## src/rtl/rsv_pkg.sv

```systemverilog
package rsv_pkg;

   typedef enum logic [1:0] {
      FS_IDLE  = 2'd0,
      FS_HOLD  = 2'd1,
      FS_FETCH = 2'd2,
      FS_RUN   = 2'd3
   } fetch_state_e;

endpackage

```

## src/rtl/rsv_lowfilter.sv

```systemverilog
module rsv_lowfilter #(
   parameter int MIN_LOW = 20
) (
   input  logic clk,
   input  logic por_n,
   input  logic ext_rst_n,
   output logic accept_now,
   output logic accepted_q
);
   localparam int CNT_W = $clog2(MIN_LOW + 1);

   logic [CNT_W-1:0] low_cnt;

   generate
      if (MIN_LOW < 1) begin : g_bad_min
         $error("rsv_lowfilter: MIN_LOW must be at least 1");
      end
   endgenerate

   // Consecutive low samples, saturating at MIN_LOW, cleared by any high sample.
   always_ff @(posedge clk or negedge por_n) begin
      if (!por_n) begin
         low_cnt <= '0;
      end else if (ext_rst_n) begin
         low_cnt <= '0;
      end else if (low_cnt != CNT_W'(MIN_LOW)) begin
         low_cnt <= low_cnt + 1'b1;
      end
   end

   // True on the edge that records the MIN_LOW-th low sample and later ones.
   assign accept_now = !ext_rst_n && (low_cnt >= CNT_W'(MIN_LOW - 1));

   always_ff @(posedge clk or negedge por_n) begin
      if (!por_n) accepted_q <= 1'b0;
      else        accepted_q <= accept_now;
   end

   AST_LOW_BEFORE_ACCEPT: assert property (@(posedge clk) disable iff (!por_n)
      $rose(accepted_q) |-> $past(!ext_rst_n));

endmodule

```

## src/rtl/rsv_archregs.sv

```systemverilog
module rsv_archregs #(
   parameter int               SP_W     = 32,
   parameter int               IMASK_W  = 3,
   parameter int               BANK_W   = 2,
   parameter int               GEAR_W   = 3,
   parameter logic [GEAR_W-1:0] GEAR_RST = 3'd4
) (
   input  logic               clk,
   input  logic               por_n,
   input  logic               load,
   input  logic               accepted_q,
   output logic [SP_W-1:0]    sp,
   output logic [IMASK_W-1:0] imask,
   output logic [BANK_W-1:0]  bank,
   output logic [GEAR_W-1:0]  clk_gear,
   output logic               pll_bypass
);
   generate
      if (SP_W < 1 || IMASK_W < 1 || BANK_W < 1 || GEAR_W < 1) begin : g_bad_w
         $error("rsv_archregs: every field width must be at least 1");
      end
   endgenerate

   // Forced while a reset is accepted; untouched otherwise.
   always_ff @(posedge clk or negedge por_n) begin
      if (!por_n) begin
         sp         <= '0;
         imask      <= '0;
         bank       <= '0;
         clk_gear   <= '0;
         pll_bypass <= 1'b0;
      end else if (load) begin
         sp         <= '0;
         imask      <= '1;
         bank       <= '0;
         clk_gear   <= GEAR_RST;
         pll_bypass <= 1'b1;
      end
   end

   AST_STACK_BANK_CLEAR: assert property (@(posedge clk) disable iff (!por_n)
      accepted_q |-> (sp == '0 && bank == '0));
   AST_MASK_FULL: assert property (@(posedge clk) disable iff (!por_n)
      accepted_q |-> (&imask));
   AST_CLOCK_SLOW: assert property (@(posedge clk) disable iff (!por_n)
      accepted_q |-> (pll_bypass && clk_gear == GEAR_RST));

endmodule

```

## src/rtl/rsv_vecfetch.sv

```systemverilog
module rsv_vecfetch
   import rsv_pkg::*;
#(
   parameter int                PC_W     = 24,
   parameter int                ADDR_W   = 24,
   parameter logic [ADDR_W-1:0] VEC_BASE = 24'hFFFF00
) (
   input  logic              clk,
   input  logic              por_n,
   input  logic              accept_now,
   input  logic              ext_rst_n,
   output logic              mem_rd_req,
   output logic [ADDR_W-1:0] mem_rd_addr,
   input  logic              mem_rd_vld,
   input  logic [7:0]        mem_rd_data,
   output logic [PC_W-1:0]   pc,
   output logic              run
);
   localparam int NB    = PC_W / 8;
   localparam int IDX_W = (NB > 1) ? $clog2(NB) : 1;

   fetch_state_e     st;
   logic [IDX_W-1:0] idx;
   logic             take;
   logic             last;

   generate
      if (PC_W % 8 != 0 || PC_W < 8) begin : g_bad_pc
         $error("rsv_vecfetch: PC_W must be a positive multiple of 8");
      end
   endgenerate

   assign mem_rd_req  = (st == FS_FETCH) && ext_rst_n;
   assign mem_rd_addr = VEC_BASE + ADDR_W'(idx);
   assign take        = mem_rd_req && mem_rd_vld;
   assign last        = (idx == IDX_W'(NB - 1));

   always_ff @(posedge clk or negedge por_n) begin
      if (!por_n) begin
         st  <= FS_IDLE;
         idx <= '0;
         run <= 1'b0;
      end else begin
         run <= 1'b0;
         if (accept_now) begin
            st  <= FS_HOLD;
            idx <= '0;
         end else begin
            case (st)
               FS_HOLD: begin
                  if (ext_rst_n) begin
                     st  <= FS_FETCH;
                     idx <= '0;
                  end
               end
               FS_FETCH: begin
                  if (!ext_rst_n) begin
                     st <= FS_IDLE;
                  end else if (take) begin
                     if (last) begin
                        st  <= FS_RUN;
                        run <= 1'b1;
                     end else begin
                        idx <= idx + 1'b1;
                     end
                  end
               end
               default: ;
            endcase
         end
      end
   end

   // One byte lane per vector byte, ascending address order.
   for (genvar g = 0; g < NB; g++) begin : g_lane
      always_ff @(posedge clk or negedge por_n) begin
         if (!por_n) begin
            pc[g*8 +: 8] <= '0;
         end else if (take && idx == IDX_W'(g)) begin
            pc[g*8 +: 8] <= mem_rd_data;
         end
      end
   end

   AST_RUN_SINGLE: assert property (@(posedge clk) disable iff (!por_n)
      run |=> !run);
   AST_PC_HELD: assert property (@(posedge clk) disable iff (!por_n)
      (st == FS_RUN && $past(st == FS_RUN)) |-> $stable(pc));
   AST_ADDR_WINDOW: assert property (@(posedge clk) disable iff (!por_n)
      mem_rd_req |-> ((mem_rd_addr - VEC_BASE) < ADDR_W'(NB)));
   AST_ABORT_DROPS: assert property (@(posedge clk) disable iff (!por_n)
      (st == FS_FETCH && !ext_rst_n) |=> (!mem_rd_req && !run));

endmodule

```

## src/rtl/rst_vec_seq.sv

```systemverilog
module rst_vec_seq #(
   parameter int                MIN_LOW  = 20,
   parameter int                PC_W     = 24,
   parameter int                ADDR_W   = 24,
   parameter logic [ADDR_W-1:0] VEC_BASE = 24'hFFFF00,
   parameter int                SP_W     = 32,
   parameter int                IMASK_W  = 3,
   parameter int                BANK_W   = 2,
   parameter int                GEAR_W   = 3,
   parameter logic [GEAR_W-1:0] GEAR_RST = 3'd4
) (
   input  logic               clk,
   input  logic               por_n,
   input  logic               ext_rst_n,
   output logic               mem_rd_req,
   output logic [ADDR_W-1:0]  mem_rd_addr,
   input  logic               mem_rd_vld,
   input  logic [7:0]         mem_rd_data,
   output logic               core_rst,
   output logic               run,
   output logic [PC_W-1:0]    pc,
   output logic [SP_W-1:0]    sp,
   output logic [IMASK_W-1:0] imask,
   output logic [BANK_W-1:0]  bank,
   output logic [GEAR_W-1:0]  clk_gear,
   output logic               pll_bypass
);
   logic accept_now;
   logic accepted_q;

   rsv_lowfilter #(.MIN_LOW(MIN_LOW)) u_filt (
      .clk        (clk),
      .por_n      (por_n),
      .ext_rst_n  (ext_rst_n),
      .accept_now (accept_now),
      .accepted_q (accepted_q)
   );

   rsv_archregs #(
      .SP_W(SP_W), .IMASK_W(IMASK_W), .BANK_W(BANK_W),
      .GEAR_W(GEAR_W), .GEAR_RST(GEAR_RST)
   ) u_arch (
      .clk        (clk),
      .por_n      (por_n),
      .load       (accept_now),
      .accepted_q (accepted_q),
      .sp         (sp),
      .imask      (imask),
      .bank       (bank),
      .clk_gear   (clk_gear),
      .pll_bypass (pll_bypass)
   );

   rsv_vecfetch #(
      .PC_W(PC_W), .ADDR_W(ADDR_W), .VEC_BASE(VEC_BASE)
   ) u_fetch (
      .clk         (clk),
      .por_n       (por_n),
      .accept_now  (accept_now),
      .ext_rst_n   (ext_rst_n),
      .mem_rd_req  (mem_rd_req),
      .mem_rd_addr (mem_rd_addr),
      .mem_rd_vld  (mem_rd_vld),
      .mem_rd_data (mem_rd_data),
      .pc          (pc),
      .run         (run)
   );

   // Released the moment the pin goes high.
   assign core_rst = accepted_q && !ext_rst_n;

   AST_NO_READ_IN_RESET: assert property (@(posedge clk) disable iff (!por_n)
      core_rst |-> !mem_rd_req);
   AST_RUN_AFTER_DATA: assert property (@(posedge clk) disable iff (!por_n)
      run |-> $past(mem_rd_vld && mem_rd_req));

endmodule

```

## config.mk

```make
export PLATFORM = sky130hd
export DESIGN_NAME = rst_vec_seq
export DESIGN_NICKNAME = d
export VERILOG_FILES = /design/src/rtl/rsv_pkg.sv /design/src/rtl/rsv_lowfilter.sv /design/src/rtl/rsv_archregs.sv /design/src/rtl/rsv_vecfetch.sv /design/src/rtl/rst_vec_seq.sv
export SDC_FILE = /design/constraint.sdc
export NUM_CORES = 1
export LEC_CHECK = 0
export BUFFER_PORTS_ARGS = -buffer_cell sky130_fd_sc_hd__buf_4
export CAP_MARGIN = 10
export CORE_MARGIN = 2
export CORE_UTILIZATION = 42
export DETAILED_ROUTE_END_ITERATION = 10
export HOLD_SLACK_MARGIN = 0.12
export PLACE_DENSITY = 0.82
export SLEW_MARGIN = 15
export SYNTH_ARGS = -nofsm -noshare
export SYNTH_HDL_FRONTEND = slang
export SYNTH_SLANG_ARGS = --single-unit
export TNS_END_PERCENT = 1
```

## constraint.sdc

```tcl
create_clock -name clk -period 1.51 [get_ports clk]
set_input_delay 0.0755 -clock clk [delete_from_list [all_inputs] [get_ports clk]]
set_output_delay 0.0755 -clock clk [all_outputs]
set_load 0.05 [all_outputs]
```

==> impl_metrics.json, run 1 <==
{
  "status": "finished with violations",
  "violations": "setup timing",
  "timing.rr.start": "u_filt.low_cnt[0]$_DFFE_PN0P_",
  "grt_pass1_vias": 1243,
  "synth_top_family_by_area": "buffers and inverters",
  "synth_top_area_frac": 0.4079,
  "synth_seq_area_share": 0.4079,
  "avgSynthCellArea_um2": 12.07,
  "cts_buffers": 5,
  "path_clk_slew_ns": 0.07,
  "die_area_um2": 5854,
  "tritoncts": "built",
  "peakVddDrop_mv": 0.8300,
  "grt_pass1_wl_mm": 6.147,
  "ys.flop_type": "dfrtp_1",
  "maxCapViolCount": 0,
  "worstReg2RegEnd": "u_filt.low_cnt[0]$_DFFE_PN0P_",
  "drc": 0,
  "end_kind": "flop",
  "use_met2": 0.2204,
  "vias_per_cell": 4.270,
  "synthCells": 183,
  "io_pins": 104,
  "antenna_found_initial": 0,
  "post_drt_wl_per_cell_um": 12.35,
  "drt-total-wl_mm": 3.928,
  "finalCriticalPeriod_ns": 1.531,
  "yosys_warnings": 0,
  "gp_congestion": 0.7538,
  "grt_use_met1": 0.1609,
  "routed-via-count": 1358,
  "coreArea_um2": 5075,
  "placed_cells": 296,
  "cp.required_ns": 1.69,
  "syn_area_um2": 2208,
  "fin_skew_ns": 0.003217,
  "ant_nets": 0,
  "n_fill_cell": 442,
  "arrival_ns": 1.71,
  "dp_hpwl_mm": 2.755,
  "portBuffers": 45,
  "startpoint_type": "flop",
  "grt_max_degree": 37,
  "synth_fa_ha_area_frac": 0.02833,
  "cts_num_sinks": 36,
  "root_buffer": "clkbuf_8",
  "gr-usage-all-layers": 0.1337,
  "async_flop_share": 1.000,
  "synth_top_cell_by_area": "dfrtp_1",
  "final_cells": 318,
  "syn_to_final_growth_pct": 23.34,
  "drt_pass1_iterations": 3,
  "hold_viol": 0,
  "min_period_over_period": 1.014,
  "tns_ns": -0.02099,
  "synth_compound_area_frac": 0.04306,
  "crit_fanout": 3,
  "synth.area.top_cells": "dfrtp_1 41%, buf_4 21%, mux2_4 16%, ha_1 2.8%, nand2_8 2.7%",
  "rsz0062_at_grt": "yes",
  "cts_buffer_depth": 2,
  "clkLatencyLatePin_ns": 0.29,
  "hold_ws_ns": 0.2901,
  "busiest_layer": "met2",
  "muxShareOfSynthArea": 0.1677,
  "die_w_um": 76.51,
  "synth_enable_flop_cells": 0,
  "nNetsFinal": 264,
  "critPathKind": "reg -> reg",
  "worst_slack_ns": -0.02099,
  "num_rows": 26,
  "power_density_nw_per_um2": 1858,
  "slew_viol_final": 0,
  "drive_gt1_frac": 0.4153,
  "r2r_cells": 7,
  "synth-seq-cells": 36,
  "cellLeakagePower_nw": 1.470,
  "finalSetupViolCount": 1,
  "hp-class": "in -> async",
  "yosysUniqueCellTypes": 38,
  "diodes": 0,
  "ff2ff_setup_slack_ns": -0.02,
  "drt-initial-drc-count": 34,
  "synth_xor_area_frac": 0.01190,
  "grt_use_met3": 0.03318,
  "start_util": 0.4352,
  "fp.dieH_um": 76.51,
  "synthSimpleGateAreaFrac": 0.1008,
  "fmax_mhz": 653.2,
  "startpoint": "u_filt.low_cnt[0]$_DFFE_PN0P_",
  "htree_num_levels": 2,
  "overflow": 0
}
-- Yosys cell counts, drive strengths merged, types with 2 or more instances --
library cell / number
a21o: 2
o211ai: 2
inv: 6
ha: 5
a31oi: 2
xor2: 2
nand3b: 2
nand2: 7
nor2: 3
buf: 65
conb: 2
mux2: 24
nand2b: 2
nand3: 5
dfrtp: 36
nor3: 2
-- critical path, stage by stage (launching register included) --
cell and delay (ns):
dfrtp_1 0.42, buf_6 0.14, buf_6 0.11, inv_4 0.06
ha_4 0.13, nand2_4 0.05, o311a_1 0.35, a21o_1 0.16
-- area by class of cell --
class                      instances  area (µm²)  share of cell area
clock buffer                       5       68.82             0.02526
sequential                        36       902.1              0.3312
timing repair buffer              67       554.3              0.2035
multi-input combinational        130        1040              0.3817
clock inverter                     3       42.54             0.01562
inverter                           7       28.78             0.01057
tap                               70       87.58             0.03215
-- registers in the layout, indices dropped and copies added, names as in the netlist --
signal             flops
u_fetch.pc            24
u_filt.low_cnt         5
u_fetch.idx            2
u_fetch.st             2
u_arch.imask           1
u_fetch.run            1
u_filt.accepted_q      1
-- power by group --
group / leakage, nW / total, mW / switching (mW) / internal, mW
Clock: 0.0541 / 0.843 / 0.354 / 0.488
Sequential: 0.478 / 1.47 / 0.203 / 1.26
Combinational: 0.938 / 2.75 / 1.81 / 0.939
-- cell families (layout without fill, tap and decap cells) --
logic type | Yosys count | in the layout
AO/OA/AOI/OAI | 10 | 10
XOR/XNOR | 3 | 3
adder cells (fa/ha/maj) | 5 | 5
buffers and inverters | 73 | 82
flip-flops | 36 | 36
multiplexers | 25 | 25
other | 2 | 58
AND/OR/NAND/NOR | 29 | 29
-- routing by layer --
| layer | wire, µm | share of wire |
|---|---|---|
| met1 | 1656 | 0.42 |
| met2 | 1940 | 0.49 |
| met3 | 237 | 0.060 |
| met4 | 94 | 0.024 |
| met5 | 0 | 0 |
-- stage by stage --
stage | utilization | setup WS (ns) | power, mW | area, µm²
after floorplan | - | -0.1908 | 3.619 | 2424
final | 0.5367 | -0.02099 | 5.060 | 2724
after detailed placement | 0.4778 | 0.04013 | 4.189 | 2425
after global placement | 0.4778 | 0.07187 | 4.142 | 2425
after CTS | 0.5215 | 0.01744 | 5.069 | 2646
after global routing | 0.5367 | -0.07958 | 5.276 | 2724
-- how the worst max path moves through the flow --
| stage | cells after the start | to |
|---|---|---|
| floorplan | 4 | u_fetch.st[0]$_DFFE_PN0P_ |
| global placement | 4 | u_fetch.st[0]$_DFFE_PN0P_ |
| detailed placement | 4 | u_fetch.st[0]$_DFFE_PN0P_ |
| CTS | 4 | u_fetch.st[0]$_DFFE_PN0P_ |
| global route | 7 | u_filt.low_cnt[0]$_DFFE_PN0P_ |
| finish | 7 | u_filt.low_cnt[0]$_DFFE_PN0P_ |
-- layout by cell type (no fill, tap or decap), types with 2 or more instances in the layout --
cell,instances
clkbuf_8,5
a31oi_1,2
buf_4,52
buf_6,3
nand3_1,5
dlygate4sd3_1,11
mux2_4,24
conb_1,58
xor2_1,2
a21o_1,2
nor2_1,2
dfrtp_1,35
inv_1,3
ha_1,3
o211ai_1,2
inv_2,2
nand2b_1,2
nand2_8,3
ha_4,2
nand2_1,3
nand3b_1,2
-- repair_timing --
item / CTS / global route
hold endpoints to repair: 64 / 0
hold buffers: 11 / 0
setup endpoints to repair: 0 / 18
setup buffers: 0 / 3
resized for setup: 0 / 14
(Power assumes the default switching activity.)
==> inputs of run 2 (changes only) <==
TNS_END_PERCENT = 20   (was 1)
==> run 2 against run 1 <==
  * The run now ends clean
  * Global-route usage increased by 0.56 points
  * Via count decreased by 3.5%
  * Cell count decreased by 1.3%
  * Hold slack about the same
  * Sequential power about the same
  * Largest power group unchanged
==> impl_metrics.json, run 2 (synthesized netlist as in run 1, its figures left out) <==
{
  "status": "completed",
  "grt_pass1_wl_mm": 6.444,
  "total_power_mw": 5.027,
  "diodes": 0,
  "drive_gt1_frac": 0.4016,
  "cts_buffer_depth": 2,
  "busiest_layer": "met2",
  "arrival_ns": 1.62,
  "final_common_cell": "conb_1",
  "antenna_found_initial": 0,
  "final_cell_mix": "58 x conb_1, 51 x buf_4, 34 x dfrtp_1",
  "tns_ns": 0,
  "multi_input_area_um2": 1013,
  "hold_viol": 0,
  "power_density_nw_per_um2": 1893,
  "end_kind": "flop",
  "nNetsFinal": 260,
  "cts_buffers": 5,
  "gp_congestion": 0.7405,
  "root_buffer": "clkbuf_8",
  "rsz0062_at_grt": "yes",
  "drt-initial-drc-count": 36,
  "tritoncts": "built",
  "grt_use_met3": 0.03910,
  "syn_to_final_growth_pct": 20.23,
  "start_util": 0.4352,
  "use_met2": 0.2319,
  "maxCapViolCount": 0,
  "r2r_cells": 4,
  "clkLatencyLatePin_ns": 0.28,
  "path_clk_slew_ns": 0.08,
  "seq_area_um2": 903.4,
  "gr-usage-all-layers": 0.1392,
  "num_rows": 26,
  "fin_skew_ns": 0.006523,
  "top_register": "u_fetch.pc",
  "htree_num_levels": 2,
  "largestRegisters": "u_fetch.pc: 24 flops, u_filt.low_cnt: 5 flops",
  "coreArea_um2": 5075,
  "die_w_um": 76.51,
  "drt-total-wl_mm": 3.874,
  "largest_reg_flops": 24,
  "ant_nets": 0,
  "dp_hpwl_mm": 2.742,
  "fp.dieH_um": 76.51,
  "min_period_over_period": 0.9631,
  "io_pins": 104,
  "drc": 0,
  "finalSetupViolCount": 0,
  "cellLeakagePower_nw": 1.436,
  "grt_max_degree": 37,
  "critPathKind": "reg -> reg",
  "fmax_mhz": 687.6,
  "finalCriticalPeriod_ns": 1.454,
  "post_drt_wl_per_cell_um": 12.34,
  "overflow": 0,
  "cp.required_ns": 1.67,
  "cts.repair_timing.setup_buffer_count": 0,
  "crit_fanout": 4,
  "cts_num_sinks": 36,
  "peakVddDrop_mv": 0.7635,
  "n_fill_cell": 443,
  "routed-via-count": 1310,
  "grt_pass1_vias": 1261,
  "hp-class": "in -> async",
  "vias_per_cell": 4.172,
  "startpoint_type": "flop",
  "drt_pass1_iterations": 4,
  "die_area_um2": 5854,
  "portBuffers": 45,
  "grt_use_met1": 0.1654,
  "slew_viol_final": 0
}
## run 2: path summary, 6_finish.rpt
kind	endpoint	start	slack, ns
setup / recovery	u_fetch.st[0]$_DFFE_PN0P_	u_filt.low_cnt[0]$_DFFE_PN0P_	0.06
max in group asynchronous	u_fetch.idx[1]$_DFFE_PN0P_	por_n	0.89
hold / removal	u_fetch.pc[8]$_DFFE_PN0P_	por_n	0.29
setup reg to reg	u_fetch.st[0]$_DFFE_PN0P_	u_filt.low_cnt[0]$_DFFE_PN0P_	0.06
min in group clk	u_fetch.pc[13]$_DFFE_PN0P_	u_fetch.pc[13]$_DFFE_PN0P_	0.51
hold reg to reg	u_fetch.pc[13]$_DFFE_PN0P_	u_fetch.pc[13]$_DFFE_PN0P_	0.51
## run 2: where the power goes
group | switching [mW] | total (mW) | internal (mW)
logic | 1.80 | 2.71 | 0.917
registers | 0.215 | 1.48 | 1.27
clock network | 0.340 | 0.828 | 0.488
## run 2: worst max-delay path: stages (launching register included)
cell,delay (ns)
dfrtp_1,0.42
ha_2,0.24
a2111oi_4,0.24
nor2_2,0.11
o32a_1,0.33
## run 2: routing by layer
metal | vias up | part of all wire
met2 | 65 | 0.50
li1 | 607 | -
met4 | 0 | 0.020
met3 | 8 | 0.071
met5 | - | 0
met1 | 630 | 0.41
## run 2: timing repair
item / in CTS / in global routing
endpoints found under the hold margin: 64 / 0
gates resized for setup: 1 / 3
hold buffers: 11 / 0
setup endpoints to repair: 1 / 12
## run 2: metrics by stage
step / worst slack (ns) / hold slack, ns / util / instance area (µm²) / std cells
floorplan: -0.01804 / -0.2201 / - / 2426 / 239
finish: 0.05572 / 0.2900 / 0.5232 / 2655 / 314
CTS: 0.04390 / 0.2941 / 0.5210 / 2644 / 314
global placement: 0.05445 / 0.05355 / 0.4768 / 2420 / 295
detailed placement: 0.002636 / 0.05649 / 0.4768 / 2420 / 295
global route: -0.03605 / 0.3449 / 0.5232 / 2655 / 314
## run 2: final cells by class
class | instances | area share
clock inverters | 3 | 0.01602
repair buffers | 63 | 0.1932
inverters | 7 | 0.009896
clock buffers | 5 | 0.02592
multi-input cells | 130 | 0.3817
well taps | 70 | 0.03299
flip-flops and latches | 36 | 0.3402
==> inputs of run 3 (changes only) <==
CORE_ASPECT_RATIO = 1.4   (was unset)
==> run 3 against run 2 <==
  * Sequential share of layout area up 0.21 points
  * Via count up 0.23%
  * Die area up 0.15%
  * Critical path type unchanged
  * Highest routed layer unchanged
==> impl_metrics.json, run 3 (synthesized netlist as in run 1, its figures left out) <==
{
  "end_kind": "flop",
  "largest_reg_flops": 24,
  "finalCriticalPeriod_ns": 1.480,
  "clkLatencyLatePin_ns": 0.28,
  "syn_to_final_growth_pct": 19.49,
  "root_buffer": "clkbuf_8",
  "path_cells": "buf_4 > inv_1 > ha_1 > nand2_2 > o311a_1 > a21o_1",
  "fin_skew_ns": 0.007501,
  "status": "completed",
  "min_period_over_period": 0.9801,
  "finalSetupViolCount": 0,
  "die_w_um": 65.29,
  "worst_slack_ns": 0.03003,
  "dp_hpwl_mm": 2.706,
  "crit_fanout": 3,
  "overflow": 0,
  "drt-initial-drc-count": 46,
  "htree_num_levels": 2,
  "r2r_cells": 6,
  "crit_path_max_incr_delay_ns": 0.43,
  "ant_nets": 0,
  "cts.repair_timing.setup_buffer_count": 0,
  "diodes": 0,
  "cts_buffer_depth": 2,
  "grt_pass1_wl_mm": 5.809,
  "start_util": 0.4313,
  "arrival_ns": 1.65,
  "peakVddDrop_mv": 0.6628,
  "drt_pass1_iterations": 3,
  "dp_slack_ns": 0.003413,
  "top_register": "u_fetch.pc",
  "drive_gt1_frac": 0.3975,
  "cts_num_sinks": 36,
  "nNetsFinal": 260,
  "drc": 0,
  "antenna_found_initial": 0,
  "power_density_nw_per_um2": 1861,
  "cp.required_ns": 1.68,
  "post_drt_wl_per_cell_um": 11.47,
  "tritoncts": "built",
  "gr-usage-all-layers": 0.1262,
  "final_common_cell": "conb_1",
  "hold_viol": 0,
  "final_cell_mix": "58 x conb_1, 51 x buf_4, 34 x dfrtp_1",
  "portBuffers": 45,
  "cellLeakagePower_nw": 1.433,
  "slew_viol_final": 0,
  "vias_per_cell": 4.235,
  "coreArea_um2": 5120,
  "die_area_um2": 5862,
  "maxCapViolCount": 0,
  "num_rows": 31,
  "critPathKind": "reg -> reg",
  "drt-total-wl_mm": 3.557,
  "grt_pass1_vias": 1244,
  "fin_area_um2": 2639,
  "tns_ns": 0,
  "gp_congestion": 0.8051,
  "hp-class": "in -> async",
  "slowest_stage": "dfrtp_1",
  "place_area_um2": 2415,
  "path_clk_slew_ns": 0.07,
  "cts_buffers": 5,
  "startpoint_type": "flop",
  "routed-via-count": 1313,
  "fmax_mhz": 675.7,
  "grt_max_degree": 37,
  "fp.dieH_um": 89.80,
  "largestRegisters": "u_fetch.pc: 24 flops, u_filt.low_cnt: 5 flops",
  "rsz0062_at_grt": "yes",
  "io_pins": 104
}
-- run 3: per-layer routing --
metal	vias up	share of wire	wire length (µm)	global-route usage
met1	625	0.38	1358	0.1464
met4	0	0.018	63	0.04688
met5	-	0	0	0
li1	605	-	-	-
met2	76	0.52	1856	0.2202
met3	7	0.078	278	0.03004
-- run 3: power by group --
part	leakage, nW	switching, mW	internal, mW
combinational	0.905	1.78	0.916
sequential	0.476	0.213	1.27
clock	0.0515	0.314	0.416
-- run 3: critical path, delay by kind of cell (launching register included) --
kind	cells	cell delay (ns)
fa+ha+maj	1	0.17
compound gates	2	0.47
simple gates	1	0.08
flops	1	0.43
buf+inv	2	0.23
-- run 3: final timing paths --
check                                         startpoint                             to  slack (ns)
hold / removal                                     por_n      u_fetch.pc[7]$_DFFE_PN0P_        0.28
min in group clk               u_fetch.pc[6]$_DFFE_PN0P_      u_fetch.pc[6]$_DFFE_PN0P_        0.51
hold reg to reg                u_fetch.pc[6]$_DFFE_PN0P_      u_fetch.pc[6]$_DFFE_PN0P_        0.51
max in group asynchronous                          por_n     u_fetch.idx[0]$_DFFE_PN0P_        0.89
setup reg to reg           u_filt.low_cnt[0]$_DFFE_PN0P_  u_filt.low_cnt[0]$_DFFE_PN0P_        0.03
setup / recovery           u_filt.low_cnt[0]$_DFFE_PN0P_  u_filt.low_cnt[0]$_DFFE_PN0P_        0.03
-- run 3: cell type report --
type	count	area (µm²)
sequential	36	903.4
inverter	7	26.28
multi-input combinational	130	1013
clock buffer	8	100.1
tap	66	82.58
timing repair buffer	63	513.0
fill	471	2481
-- run 3: what timing repair did --
action,in CTS,in global routing
gates resized for setup,1,3
endpoints found under the hold margin,63,1
pin swaps,0,1
endpoints found under the setup margin,1,13
hold buffers,10,1
-- run 3: metrics by stage --
stage | instances | power, mW | hold slack [ns] | utilization
5_1_grt | 310 | 5.147 | 0.3227 | 0.5154
2_1_floorplan | 239 | 3.625 | -0.2201 | -
4_1_cts | 309 | 4.944 | 0.1221 | 0.5112
3_3_place_gp | 291 | 4.132 | 0.04443 | 0.4717
3_5_place_dp | 291 | 4.180 | 0.05618 | 0.4717
6_report | 310 | 4.911 | 0.2836 | 0.5154
